`src/rtl/ilr_pkg.sv`:
```
package ilr_pkg;
    localparam int LINE_SEL_W = 3;
    localparam int SLOT_SEL_W = 2;
    localparam int LEVEL_W    = LINE_SEL_W + SLOT_SEL_W;
    localparam int NUM_LINES  = 1 << LINE_SEL_W;
    localparam int GROUP_STRIDE = 4;

    localparam int OFF_PEND = 0;
    localparam int OFF_EN   = 1;
    localparam int OFF_LVL  = 2;

    typedef enum logic [SLOT_SEL_W-1:0] {
        SLOT_0 = 2'd0,
        SLOT_1 = 2'd1,
        SLOT_2 = 2'd2,
        SLOT_3 = 2'd3
    } slot_e;
endpackage

```
`src/rtl/ilr_slot_seq.sv`:
```
module ilr_slot_seq
    import ilr_pkg::*;
(
    input  logic                  clk,
    input  logic                  rst,
    output logic [SLOT_SEL_W-1:0] slot_o
);
    slot_e state_q;
    slot_e state_d;

    always_ff @(posedge clk) begin
        if (rst) state_q <= SLOT_0;
        else     state_q <= state_d;
    end

    always_comb begin
        unique case (state_q)
            SLOT_0:  state_d = SLOT_1;
            SLOT_1:  state_d = SLOT_2;
            SLOT_2:  state_d = SLOT_3;
            SLOT_3:  state_d = SLOT_0;
            default: state_d = SLOT_0;
        endcase
    end

    always_comb begin
        unique case (state_q)
            SLOT_0:  slot_o = 2'd0;
            SLOT_1:  slot_o = 2'd1;
            SLOT_2:  slot_o = 2'd2;
            SLOT_3:  slot_o = 2'd3;
            default: slot_o = 2'd0;
        endcase
    end
endmodule

```
`src/rtl/ilr_group_regs.sv`:
```
module ilr_group_regs
    import ilr_pkg::*;
#(
    parameter int GW   = 16,
    parameter int AW   = 4,
    parameter int BASE = 0
) (
    input  logic               clk,
    input  logic               rst,
    input  logic [GW-1:0]      evt,
    input  logic               wr,
    input  logic [AW-1:0]      addr,
    input  logic [GW-1:0]      wdata,
    output logic [GW-1:0]      pend_o,
    output logic [LEVEL_W-1:0] lvl_o,
    output logic               req_o,
    output logic [GW-1:0]      rdata_o
);
    localparam logic [AW-1:0] A_PEND = AW'(BASE + OFF_PEND);
    localparam logic [AW-1:0] A_EN   = AW'(BASE + OFF_EN);
    localparam logic [AW-1:0] A_LVL  = AW'(BASE + OFF_LVL);

    logic [GW-1:0]      pend_q;
    logic [GW-1:0]      en_q;
    logic [LEVEL_W-1:0] lvl_q;
    logic               hit_pend;
    logic               hit_en;
    logic               hit_lvl;

    assign hit_pend = (addr == A_PEND);
    assign hit_en   = (addr == A_EN);
    assign hit_lvl  = (addr == A_LVL);

    always_ff @(posedge clk) begin
        if (rst) begin
            pend_q <= '0;
        end else if (wr && hit_pend) begin
            pend_q <= (pend_q & ~wdata) | evt;
        end else begin
            pend_q <= pend_q | evt;
        end
    end

    always_ff @(posedge clk) begin
        if (rst)                en_q <= '0;
        else if (wr && hit_en)  en_q <= wdata;
    end

    always_ff @(posedge clk) begin
        if (rst)                lvl_q <= '0;
        else if (wr && hit_lvl) lvl_q <= wdata[LEVEL_W-1:0];
    end

    assign req_o  = |(pend_q & en_q);
    assign pend_o = pend_q;
    assign lvl_o  = lvl_q;

    always_comb begin
        rdata_o = '0;
        if (hit_pend)     rdata_o = pend_q;
        else if (hit_en)  rdata_o = en_q;
        else if (hit_lvl) rdata_o = GW'(lvl_q);
    end
endmodule

```
`src/rtl/ilr_line_drive.sv`:
```
module ilr_line_drive
    import ilr_pkg::*;
#(
    parameter int NG = 2
) (
    input  logic [NG-1:0]         req,
    input  logic [NG*LEVEL_W-1:0] lvl_flat,
    input  logic [SLOT_SEL_W-1:0] slot,
    output logic [NUM_LINES-1:0]  line_o
);
    logic [NUM_LINES-1:0] grp_line [NG];

    for (genvar g = 0; g < NG; g++) begin : g_dec
        logic [LEVEL_W-1:0]    lvl_g;
        logic [LINE_SEL_W-1:0] line_sel;
        logic [SLOT_SEL_W-1:0] slot_sel;
        assign lvl_g    = lvl_flat[g*LEVEL_W +: LEVEL_W];
        assign line_sel = lvl_g[LEVEL_W-1:SLOT_SEL_W];
        assign slot_sel = lvl_g[SLOT_SEL_W-1:0];
        always_comb begin
            grp_line[g] = '0;
            if (req[g] && (slot_sel == slot)) grp_line[g][line_sel] = 1'b1;
        end
    end

    always_comb begin
        line_o = '0;
        for (int g = 0; g < NG; g++) line_o = line_o | grp_line[g];
    end
endmodule

```
`src/rtl/ilr_top.sv`:
```
module ilr_top
    import ilr_pkg::*;
#(
    parameter int NUM_GROUPS  = 2,
    parameter int GROUP_WIDTH = 16,
    parameter int ADDR_W      = 4
) (
    input  logic                              clk,
    input  logic                              rst,
    input  logic [NUM_GROUPS*GROUP_WIDTH-1:0] src_evt,
    input  logic                              reg_wr,
    input  logic [ADDR_W-1:0]                 reg_addr,
    input  logic [GROUP_WIDTH-1:0]            reg_wdata,
    output logic [GROUP_WIDTH-1:0]            reg_rdata,
    output logic [NUM_LINES-1:0]              irq_line,
    output logic [SLOT_SEL_W-1:0]             irq_slot
);
    localparam int SRC_W = NUM_GROUPS * GROUP_WIDTH;

    logic [NUM_GROUPS-1:0]         group_req;
    logic [NUM_GROUPS*LEVEL_W-1:0] lvl_flat;
    logic [SRC_W-1:0]              pend_flat;
    logic [GROUP_WIDTH-1:0]        grp_rdata [NUM_GROUPS];

    ilr_slot_seq u_seq (
        .clk    (clk),
        .rst    (rst),
        .slot_o (irq_slot)
    );

    for (genvar g = 0; g < NUM_GROUPS; g++) begin : g_grp
        ilr_group_regs #(
            .GW   (GROUP_WIDTH),
            .AW   (ADDR_W),
            .BASE (g * GROUP_STRIDE)
        ) u_regs (
            .clk     (clk),
            .rst     (rst),
            .evt     (src_evt[g*GROUP_WIDTH +: GROUP_WIDTH]),
            .wr      (reg_wr),
            .addr    (reg_addr),
            .wdata   (reg_wdata),
            .pend_o  (pend_flat[g*GROUP_WIDTH +: GROUP_WIDTH]),
            .lvl_o   (lvl_flat[g*LEVEL_W +: LEVEL_W]),
            .req_o   (group_req[g]),
            .rdata_o (grp_rdata[g])
        );
    end

    always_comb begin
        reg_rdata = '0;
        for (int g = 0; g < NUM_GROUPS; g++) reg_rdata = reg_rdata | grp_rdata[g];
    end

    ilr_line_drive #(.NG(NUM_GROUPS)) u_drive (
        .req      (group_req),
        .lvl_flat (lvl_flat),
        .slot     (irq_slot),
        .line_o   (irq_line)
    );
endmodule

```
`config.mk`:
```
export PLATFORM = sky130hd
export DESIGN_NAME = ilr_top
export DESIGN_NICKNAME = d
export VERILOG_FILES = /design/src/rtl/ilr_pkg.sv /design/src/rtl/ilr_slot_seq.sv /design/src/rtl/ilr_group_regs.sv /design/src/rtl/ilr_line_drive.sv /design/src/rtl/ilr_top.sv
export SDC_FILE = /design/constraint.sdc
export NUM_CORES = 1
export LEC_CHECK = 0
export ABC_AREA = 0
export ABC_CLOCK_PERIOD_IN_PS = 1880
export BUFFER_PORTS_ARGS = -buffer_cell sky130_fd_sc_hd__buf_2
export CORE_MARGIN = 2
export CORE_UTILIZATION = 40
export CTS_CLUSTER_DIAMETER = 200
export DETAILED_ROUTE_END_ITERATION = 7
export HOLD_SLACK_MARGIN = 0.05
export MAX_ROUTING_LAYER = met4
export PLACE_DENSITY = 0.72
export SETUP_SLACK_MARGIN = 0.15
export SYNTH_ARGS = -nofsm -noshare
export SYNTH_HDL_FRONTEND = slang
export SYNTH_HIERARCHICAL = 1
export SYNTH_SLANG_ARGS = --single-unit
```
`constraint.sdc`:
```
create_clock -name clk -period 1.88 [get_ports clk]
set_clock_uncertainty 0.05 [all_clocks]
set_input_delay 0.282 -clock clk [delete_from_list [all_inputs] [get_ports clk]]
set_output_delay 0.282 -clock clk [all_outputs]
set_load 0.02 [all_outputs]
```
# Yosys cells after proc, flatten, opt, wreduce, memory -nomap -nowiden
# Index checks and enable logic that the tools add are counted.
# W data, S select, Z words.
# totals
reg_bits	76
inputBits	55
output_inout_bits	26
word_cells	62
# op_classes
n_lt_le_gt_ge	4
n_eq_ne	10
n_mux	16
n_bitwise	11
n_reduce_logical	14
# op_table
cell	n
$mux W16	6
$or A16 B16 Y16	5
$and A16 B16 Y16	4
$reduce_or A16 Y1	2
$mux W8	2
$not A16 Y16	1
$pmux W2 S4	2
$eq A4 B3 Y1 const B	3
$logic_and A1 B1 Y1	10
$mux W5	2
$lt A3 B4 Y1 const B	2
$or A8 B8 Y8	1
$demux W1 S3	2
$ge A3 B1 Y1 const B	2
$eq A2 B2 Y1	2
$eq A2 B2 Y1 const B	2
$eq A4 B1 Y1 const B	1
$eq A4 B2 Y1 const B	1
$logic_not A4 Y1	1
$eq A2 B1 Y1 const B	1
$logic_not A2 Y1	1
$mux W1	2

# Logic depth before layout (Yosys ltp)
# logic_depth
word_depth	6
ltp_mapped	6
depth_no_buf	6

# Modules after synthesis
# The synthesis kept the hierarchy.
# by_module_without_submodules
module	instances	cells_each	area_each_um2	seq_area_each_um2
ilr_group_regs (g_grp[0].u_regs)	1	221	1921.8	740.7
ilr_group_regs (g_grp[1].u_regs)	1	220	1883.1	740.7
ilr_line_drive	1	26	182.7	0.0
ilr_slot_seq	1	12	130.1	40.0
ilr_top	1	16	100.1	0.0

# Least setup slack after synthesis
# No wires, ideal clock.
# synth_path
kind	reg-to-output
from	register u_seq.state_q[0]
to	output port irq_line[1]
t_arrival_ns	1.888
t_required_ns	1.548
setup_slack_ns	-0.340
path_stages_with_launch	7
n_path_buf	0
path_cell_list	dfxtp_1 > inv_1 > ha_1 > or2_1 > xnor2_2 > nand2_1 > o32ai_1
# synth_via
elab_chain_len	6
elab_cells_between_ends	12
classes_between	eq/ne (5); mux (3); bitwise (1); reduce/logical (3)
# synth_lines
item	line	rtl
start, declared	ilr_slot_seq.sv:8	slot_e state_q;
start signal, assigned	ilr_slot_seq.sv:13	else state_q <= state_d;
$eq A2 B2 Y1 (tied with other cells)	ilr_slot_seq.sv:27	unique case (state_q)
$pmux W2 S4 (*)	ilr_slot_seq.sv:27	
via irq_slot[1]	ilr_top.sv:16	output logic [SLOT_SEL_W-1:0] irq_slot
$eq A2 B2 Y1	ilr_line_drive.sv:22	if (req[g] && (slot_sel == slot)) grp_line[g][line_sel] = 1'b1;
$logic_and A1 B1 Y1	ilr_line_drive.sv:22	
$mux W8	ilr_line_drive.sv:22	
$or A8 B8 Y8 (*)	ilr_line_drive.sv:28	for (int g = 0; g < NG; g++) line_o = line_o | grp_line[g];
end, declared	ilr_top.sv:15	output logic [NUM_LINES-1:0] irq_line,
# Mark *: on every way through the listed nets, which the timed path passes. The rest lies on a longest branch.

# Worst setup path after layout
# layout_path
from	register g_grp[0].u_regs.en_q[0]
to	output port irq_line[1]
# layout_via
elab_chain_len	5
# layout_lines
item	line	rtl
start, declared	ilr_group_regs.sv:24	logic [GW-1:0] en_q;
start signal, assigned	ilr_group_regs.sv:46	else if (wr && hit_en) en_q <= wdata;
$and A16 B16 Y16	ilr_group_regs.sv:54	assign req_o = |(pend_q & en_q);
$reduce_or A16 Y1	ilr_group_regs.sv:54	
via group_req[0]	ilr_top.sv:20	logic [NUM_GROUPS-1:0] group_req;
$logic_and A1 B1 Y1	ilr_line_drive.sv:22	
$mux W8	ilr_line_drive.sv:22	
$or A8 B8 Y8	ilr_line_drive.sv:28	
# The timed path passes the listed nets, and every way through them passes these cells.

==> reports/qor.yml <==
critical_path:
  worstSetupPathDepth: 7
  crit_fanout: 3
  cpMaxStageDelayCell: "dfxtp_2"
  cpMostUsedCell: "buf_4"
  critPathMaxStageDelay_ns: 0.35
  critPathCaptureType: "primary output"
  cp.required_ns: 1.55
  critPathTopFamily: "compound AO/OA/AOI/OAI gates"
  crit_chain: "a22o_1 > a221oi_2 > nand4_1 > nand3b_1 > buf_4 > o32ai_4 > buf_4"
  start_kind: "flip-flop"
  crit_arrival_ns: 2.09
  critical_path_class: "reg2out"
  cp.buffers_inverters: 2
  reg2reg_depth: 4
drt:
  drt_wl_total_um: 14600
  routed_via_density: 5.61
  drcViolationCount: 0
  drt_pass1_iterations: 7
  vias: 4360
  wl_per_cell_um: 18.8
  drtAntennaViolNets: 0
  drt_iter0_drc: 315
grt:
  grt_overflow: 0
  grt_antenna_before_repair: 0
  grt_max_degree: 109
  grt_pass1_vias: 4236
  globalRouteTotalUtil_pct: 26.1
  grt_pass1_wl_um: 22500
timing:
  tightestPinTransition_ns: 0.502
  fmax_mhz: 412
  whs_ns: 0.0934
  hold_viol: 0
  post-route-min-period_ns: 2.43
  timing.slew.headroom_pct: 66.5
  fin_crit_sh_pct: 129
  postLayoutSetupSlackWorst_ns: -0.547
  finalSetupViolCount: 12
  rsz0062_at_grt: "true"
  maxSlewViolCount: 0
clock_network:
  cts_tree: "done"
  cts.clk_slew.worst_paths_ns: 0.08
  clock-sinks: 76
  clock_latency_ns: 0.36
  ctsRootBufferMaster: "clkbuf_8"
  cts_made_buffers: 9
  cts_hold_buf: 0
  clockBufferDepth: 2
  cts_htree_levels: 3
floorplanning:
  die_w_um: 107
  fp.dieH_um: 107
  start_util_pct: 41.0
  rows: 37
  io_pins: 81
  dieArea_sq_mm: 0.0114
  core-area_sq_mm: 0.0103
logic_synthesis:
  synth_edf_count: 0
  synth_top_family_by_area: "simple AND/OR/NAND/NOR gates"
  synth_xor_area_share_pct: 1.19
  dominantRegCellSynth: "dfxtp_1"
  synthTopCellsByArea: "dfxtp_1 (36%), nand2b_1 (7.9%), mux2i_1 (7.1%)"
  synthMuxAreaShare_pct: 7.12
  synth_area_sq_mm: 0.00422
  synth_cell_types: 40
  ys_warn_count: 6
  synthAdderAreaFrac_pct: 1.19
  synth_nets: 554
  yosysTopAreaCellShare_pct: 36.1
  seq_area_frac_synth_pct: 36.1
  synth_compound_area_share_pct: 22.5
  ys_async_sr_fraction_pct: 0
  synth_top_cell_by_area: "dfxtp_1"
  synth-simple-area-share_pct: 24.0
  synth.avg_cell_area_sq_um: 8.52
  synthCells: 495
  ys_seq_elements: 76
status:
  status: "finished with violations"
  violations: "setup timing"
final_layout:
  syn_to_final_growth_pct: 49.3
  diodes: 0
  nets: 696
  fin_area_sq_mm: 0.00630
  instances_no_fill: 777
  drive_above_1_share_pct: 42.1
  final_cell_mix: "buf_4 (54), dfxtp_1 (54), nand2b_1 (52)"
power_and_ir_drop:
  pwr-share-comb_pct: 26.2
  power_frac_seq_pct: 45.9
  p_clk_share_pct: 27.9
  p_per_area_mw_per_mm2: 613
  ir_drop_v: 0.000375
  p_int_w: 0.00268
  switching_power_w: 0.00118
  leakage_nw: 2.65
  switching_share_pct: 30.5
placed_design:
  place_area_sq_mm: 0.00531
  placedCellCount: 742
  hpwl_um: 9410
  gp_congestion: 0.871
  numPortBuffers: 80
  place_ws_ns: -0.270
worst_hold_path:
  holdCritPathClass: "in2reg"
  min_path_cells: 3
flow_run:
  cap_viol_max_count: 0
flip-flops by register name, summed over array words and instances, names as in the netlist:
| signal | cells |
|---|---|
| g_grp.u_regs/lvl_o | 10 |
| g_grp.u_regs/pend_o | 32 |
| u_seq/state_q | 2 |
| g_grp.u_regs/en_q | 32 |
area by class of cell:
| cell class | instances | area, sq um |
|---|---|---|
| Tap cell | 136 | 170 |
| Clock buffer | 12 | 135 |
| Sequential cell | 76 | 1550 |
| Inverter | 34 | 133 |
| Clock inverter | 3 | 15.0 |
| Fill cell | 868 | 3980 |
| Timing Repair Buffer | 168 | 1510 |
| Multi-Input combinational cell | 348 | 2780 |
cell usage after synthesis, types with 3 or more instances:
| master | count |
|---|---|
| nor2_1 | 8 |
| ha_1 | 4 |
| o21ai_2 | 5 |
| nand3b_1 | 4 |
| nor3_1 | 6 |
| a21oi_1 | 32 |
| buf_6 | 5 |
| nor2b_1 | 3 |
| clkbuf_1 | 19 |
| inv_1 | 34 |
| a22o_1 | 30 |
| a221oi_1 | 8 |
| nand3_1 | 4 |
| o32ai_1 | 4 |
| o21ai_1 | 32 |
| dfxtp_1 | 76 |
| mux2i_1 | 30 |
| nand2_1 | 38 |
| nand2b_1 | 53 |
| nand4b_1 | 22 |
| o21ai_0 | 17 |
| or2_1 | 17 |
| o22ai_1 | 4 |
| a2bb2oi_1 | 10 |
| buf_2 | 9 |
stage by stage:
stage / setup TNS, ns / util, % / power (W)
after floorplan: -0.211 / - / 0.00227
after global placement: -0.846 / 51.7 / 0.00256
after detailed placement: -1.63 / 51.7 / 0.00259
after CTS: -3.82 / 59.3 / 0.00379
after global routing: -4.93 / 61.3 / 0.00402
final: -4.23 / 61.3 / 0.00386
what timing repair did:
action | 4_1_cts | 5_1_grt
pin swaps | 34 | 36
gates cloned | 5 | 1
setup buffers | 7 | 7
setup endpoints to repair | 25 | 26
gates resized for setup | 134 | 29
power by group through the flow:
| stage | registers (W) | logic [W] | clock network [W] |
|---|---|---|---|
| 2_1_floorplan | 0.00177 | 0.000496 | 0 |
| 3_3_place_gp | 0.00178 | 0.000783 | 0 |
| 3_5_place_dp | 0.00179 | 0.000805 | 0 |
| 4_1_cts | 0.00177 | 0.000938 | 0.00108 |
| 5_1_grt | 0.00178 | 0.00109 | 0.00115 |
| 6_report | 0.00177 | 0.00101 | 0.00108 |
routing by layer:
| layer | global-route usage (%) | wire length (um) | vias to the layer above | share of wire, % |
|---|---|---|---|---|
| met3 | 3.95 | 761 | 21 | 5.2 |
| met2 | 42.4 | 7280 | 177 | 50 |
| met5 | - | 0 | - | 0 |
| met1 | 33.5 | 6320 | 2116 | 43 |
| li1 | - | - | 2046 | - |
| met4 | 8.72 | 214 | 0 | 1.5 |
worst register-to-register path: stages (launching register included):
cell and delay, ns:
dfxtp_4 0.38, inv_4 0.05, ha_4 0.15, buf_4 0.12
o21ba_2 0.19
final timing paths:
check	start	endpoint	slack [ns]
worst max-delay path	g_grp[0].u_regs/en_q[0]	irq_line[1]	-0.55
worst min-delay path	src_evt[17]	g_grp[1].u_regs/pend_o[1]	0.09
worst min register to register	g_grp[0].u_regs/pend_o[8]	g_grp[0].u_regs/pend_o[8]	0.46
worst max register to register	u_seq/state_q[0]	u_seq/state_q[0]	0.84
cell families after synthesis:
logic type | Yosys count
AO/OA/AOI/OAI | 144
flip-flops | 76
adder cells (fa/ha/maj) | 4
buffers and inverters | 71
AND/OR/NAND/NOR | 166
multiplexers | 30
XOR/XNOR | 4
Note: power is estimated with default switching activity, not from simulation.
